### src/rtl/hb_gate_ctrl.sv
module hb_gate_ctrl #(
  parameter int DEAD_CYC    = 18,
  parameter int SYNC_STAGES = 2
) (
  input  logic clk,
  input  logic rst_n,
  input  logic hi_cmd,
  input  logic lo_cmd,
  input  logic sd_pin_n,
  input  logic oc_flag,
  input  logic supply_ok,
  output logic hi_gate,
  output logic lo_gate,
  output logic sd_pull
);
  localparam int CW = $clog2(DEAD_CYC + 1);
  localparam logic [CW-1:0] DEAD_LD = CW'(DEAD_CYC);

  typedef enum logic [1:0] {W_OFF, W_HI, W_LO} want_t;

  logic [SYNC_STAGES-1:0] hi_sy, lo_sy, sd_sy;
  logic [CW-1:0] cnt;
  logic hi_q, lo_q, pull_q;
  logic hi_s, lo_s, sd_s, kill;
  want_t want;

  always_ff @(posedge clk or negedge rst_n)
    if (!rst_n) begin
      hi_sy <= '0;
      lo_sy <= '0;
      sd_sy <= '0;
    end else begin
      hi_sy <= {hi_sy[SYNC_STAGES-2:0], hi_cmd};
      lo_sy <= {lo_sy[SYNC_STAGES-2:0], lo_cmd};
      sd_sy <= {sd_sy[SYNC_STAGES-2:0], sd_pin_n};
    end

  assign hi_s = hi_sy[SYNC_STAGES-1];
  assign lo_s = lo_sy[SYNC_STAGES-1];
  assign sd_s = sd_sy[SYNC_STAGES-1];
  assign kill = oc_flag | pull_q | ~sd_s | ~supply_ok;

  always_comb begin
    if (kill || (hi_s == lo_s)) want = W_OFF;
    else if (hi_s)              want = W_HI;
    else                        want = W_LO;
  end

  always_ff @(posedge clk or negedge rst_n)
    if (!rst_n) pull_q <= 1'b0;
    else        pull_q <= oc_flag | (pull_q & sd_s);

  always_ff @(posedge clk or negedge rst_n)
    if (!rst_n) begin
      hi_q <= 1'b0;
      lo_q <= 1'b0;
      cnt  <= DEAD_LD;
    end else begin
      case (want)
        W_HI: begin
          if (lo_q) begin
            lo_q <= 1'b0;
            cnt  <= DEAD_LD;
          end else if (cnt == '0) hi_q <= 1'b1;
          else cnt <= cnt - 1'b1;
        end
        W_LO: begin
          if (hi_q) begin
            hi_q <= 1'b0;
            cnt  <= DEAD_LD;
          end else if (cnt == '0) lo_q <= 1'b1;
          else cnt <= cnt - 1'b1;
        end
        default: begin
          hi_q <= 1'b0;
          lo_q <= 1'b0;
          if (kill || hi_q || lo_q) cnt <= DEAD_LD;
          else if (cnt != '0)       cnt <= cnt - 1'b1;
        end
      endcase
    end

  assign hi_gate = hi_q;
  assign lo_gate = lo_q;
  assign sd_pull = pull_q;
endmodule

### config.mk
export PLATFORM = sky130hd
export DESIGN_NAME = hb_gate_ctrl
export DESIGN_NICKNAME = d
export VERILOG_FILES = /design/src/rtl/hb_gate_ctrl.sv
export SDC_FILE = /design/constraint.sdc
export NUM_CORES = 1
export LEC_CHECK = 0
export ABC_AREA = 1
export BUFFER_PORTS_ARGS = -buffer_cell sky130_fd_sc_hd__buf_2
export CORE_ASPECT_RATIO = 0.7
export CORE_MARGIN = 2
export CORE_UTILIZATION = 40
export CTS_BUF_LIST = sky130_fd_sc_hd__clkbuf_8 sky130_fd_sc_hd__clkbuf_16
export CTS_CLUSTER_SIZE = 24
export DETAILED_ROUTE_END_ITERATION = 16
export PLACE_DENSITY = 0.63
export RECOVER_POWER = 100
export SLEW_MARGIN = 5
export SYNTH_ARGS = -nofsm -noshare
export SYNTH_HDL_FRONTEND = slang
export SYNTH_SLANG_ARGS = --single-unit
### constraint.sdc
create_clock -name clk -period 1.55 [get_ports clk]
set_input_delay 0.2325 -clock clk [delete_from_list [all_inputs] [get_ports clk]]
set_output_delay 0.2325 -clock clk [all_outputs]
set_load 0.005 [all_outputs]
==> metrics.txt <==
core area=approximately 1800 µm²; register area=about 350 µm²; drt pass-1 iters=4; Num CTS Buffers=3; Routed WL per cell=between 10 and 15 µm; drt total wl=around 1400 µm; share of layout cells above drive strength 1=0.255; nets@finish=about 120; unrepaired setup endpoints after global routing=no; leakage=around 0.00048 µW; Setup Skew=7.14 ps; peak supply drop=738 µV; Die Footprint=between 2000 and 2500 µm²; largest net degree at the start of global routing=15; initial core utilization=0.420; # fillers=172; Finished Layout Cells=128; Post-Syn Area=764 µm²; total track usage=0.150; slew margin rel.=0.492; Power Density=905 nW/µm²; Sequential Power Share=0.477; kind of critical path=reg -> reg; Multi-input gate area=approximately 340 µm²; Sw Pwr=184 µW; Avg Cell Area, Syn=just over 8 µm²; Max Buffers Root-to-Sink=2; global-route wire length before repair=around 2400 µm; Residual DRC=0; Sink Count=14; Worst Path Max Fanout=4; R2R depth=7; IO buf count=9; clock tree from TritonCTS=done; final hold vios=0; Worst Setup End Kind=flip-flop; n_diodes=0; post-CTS setup buffer count=0; Die H=roughly 41 µm; Yosys warnings=0; Period Utilization, post-route=0.940; min Tclk post-route=about 1500 ps; combinational share of power=0.074; Via density=about 4.7; setup TNS=0 ps; vias in the first global route=between 500 and 600; Setup Viol. Count Final=0; H-Tree Depth=1; antenna violations before repair=0; commonest non-fill, non-tap cell in the layout=nand2_1; initial DRC count=11; Root Driver=clkbuf_8; Mapped Nets=100; Area Overhead vs Synth=17.0%; outcome=complete, no violations; vias=approximately 600; internal power=roughly 630 µW; Clk pwr share=0.448; Distinct cells, synth=18; type of the tightest min-delay check=in -> reg; Post-DP HPWL=approximately 1000 µm; latest clock arrival within the worst-skew pair=between 200 and 300 ps; Hold EP=sd_sy[0]; arrival time worst endpoint=1630 ps; I/O pins=10; Post-DRT Antenna Nets=0; Worst setup SP type=flip-flop; Rows=13; worst-margin pin slew=between 700 and 800 ps; flop-to-flop setup slack=roughly 94 ps; critical path required time=approximately 1700 ps; MaxCap Viol Count=0; Max Slew Vio Count=0; Hold Crit Depth=1; Syn Inst Count=92; Reg clk slew, reported paths=60 ps; gr ovfl total=0; Reg-to-Reg Start=cnt[1]; Seq/Total Area, Yosys=0.462; Die X=roughly 56 µm; Min-Delay Startpoint=sd_pin_n; Max Freq=about 690 MHz; Synth Register Bits=14; reg-to-reg critical path endpoint=cnt[4]; most frequent cells in the layout=nand2_1, inv_1, dfrtp_1; placed cell count=roughly 120; routability cong.=0.919; Net Sw Frac=0.227
[power by group through the flow]
stage               registers (µW)  clock network, µW  logic (µW)
floorplan                      392                  0        36.5
global placement               392                  0        58.6
detailed placement             393                  0        59.1
CTS                            386                374        61.5
global route                   388                391        69.4
finish                         386                363        60.2
[final cells by class]
type	count	share of cell area
flip-flops and latches	14	0.394
multi-input cells	60	0.379
inverters	18	0.0755
clock buffers	4	0.0615
repair buffers	10	0.0587
well taps	22	0.0308
[Yosys cell counts]
cell     count  area share
nand2_1     31        0.15
ha_1         1       0.016
inv_2        3       0.015
nand4_1      2       0.016
nor2_8       1       0.026
nand3_1      7       0.046
nor3_1       1      0.0065
xor2_1       1       0.011
nor2_1       2      0.0098
nand2_4      1       0.015
inv_1       15       0.074
nand3_2      3       0.039
nor2_4       5       0.074
nand2_2      2       0.016
dfstp_2      2       0.069
a31oi_1      1      0.0082
o21ai_0      2       0.013
dfrtp_1     12        0.39
[layer usage]
| layer | up-vias | part of all wire | global-route usage |
|---|---|---|---|
| met2 | 17 | 0.43 | 0.250 |
| met4 | 0 | 0.013 | 0.0536 |
| met1 | 270 | 0.51 | 0.184 |
| li1 | 308 | - | - |
| met5 | - | 0 | 0 |
| met3 | 2 | 0.044 | 0.0581 |
[worst max-delay path, cell delays in order, from the launching register on]
cell and delay [ps]:
dfstp_2 540, inv_1 50, ha_1 240, nand2_2 120, nand2_1 100, nand3_1 100, nand2_1 70, a31oi_1 160
[registers in the layout, indices dropped and copies added, names as in the netlist]
| signal | cells |
|---|---|
| cnt | 5 |
| hi_gate | 1 |
| sd_pull | 1 |
| sd_sy | 2 |
| hi_sy | 2 |
| lo_gate | 1 |
| lo_sy | 2 |
[kinds of logic (layout without fill, tap and decap cells)]
| group | after synthesis | count (layout) | share of synthesized area |
|---|---|---|---|
| AOI/OAI and AO/OA | 3 | 3 | 0.0213 |
| xor gates and xnor gates | 1 | 1 | 0.0115 |
| buffers and inverters | 18 | 32 | 0.0884 |
| and+or+nand+nor | 55 | 55 | 0.401 |
| adders and majority gates | 1 | 1 | 0.0164 |
| DFF | 14 | 14 | 0.462 |
[what timing repair did]
item	CTS	global route
gates resized for setup	0	0
setup endpoints to repair	0	0
hold endpoints to repair	12	0
hold buffers	1	0
[worst max-delay path by stage]
stage | depth (start not counted) | end | slack [ps] | from
2_1_floorplan | 10 | cnt[1] | 250 | cnt[1]
3_3_place_gp | 9 | cnt[3] | 160 | cnt[0]
3_5_place_dp | 7 | cnt[4] | 150 | cnt[1]
4_1_cts | 7 | cnt[4] | 100 | cnt[1]
5_1_grt | 9 | cnt[1] | 8 | cnt[0]
6_report | 7 | cnt[4] | 90 | cnt[1]
[per-stage QoR]
step                      power (µW)  instance area [µm²]  setup slack (ps)  hold slack (ps)   util
after CTS                        822                  902              99.4             80.4  0.495
after detailed placement         452                  837               151              144  0.459
final                            810                  895              93.8             83.0  0.491
after global placement           451                  837               160              143  0.459
after floorplan                  428                  764               253            -63.1      -
after global routing             848                  895              7.75             80.2  0.491
Power figures use the tool's default switching activity.
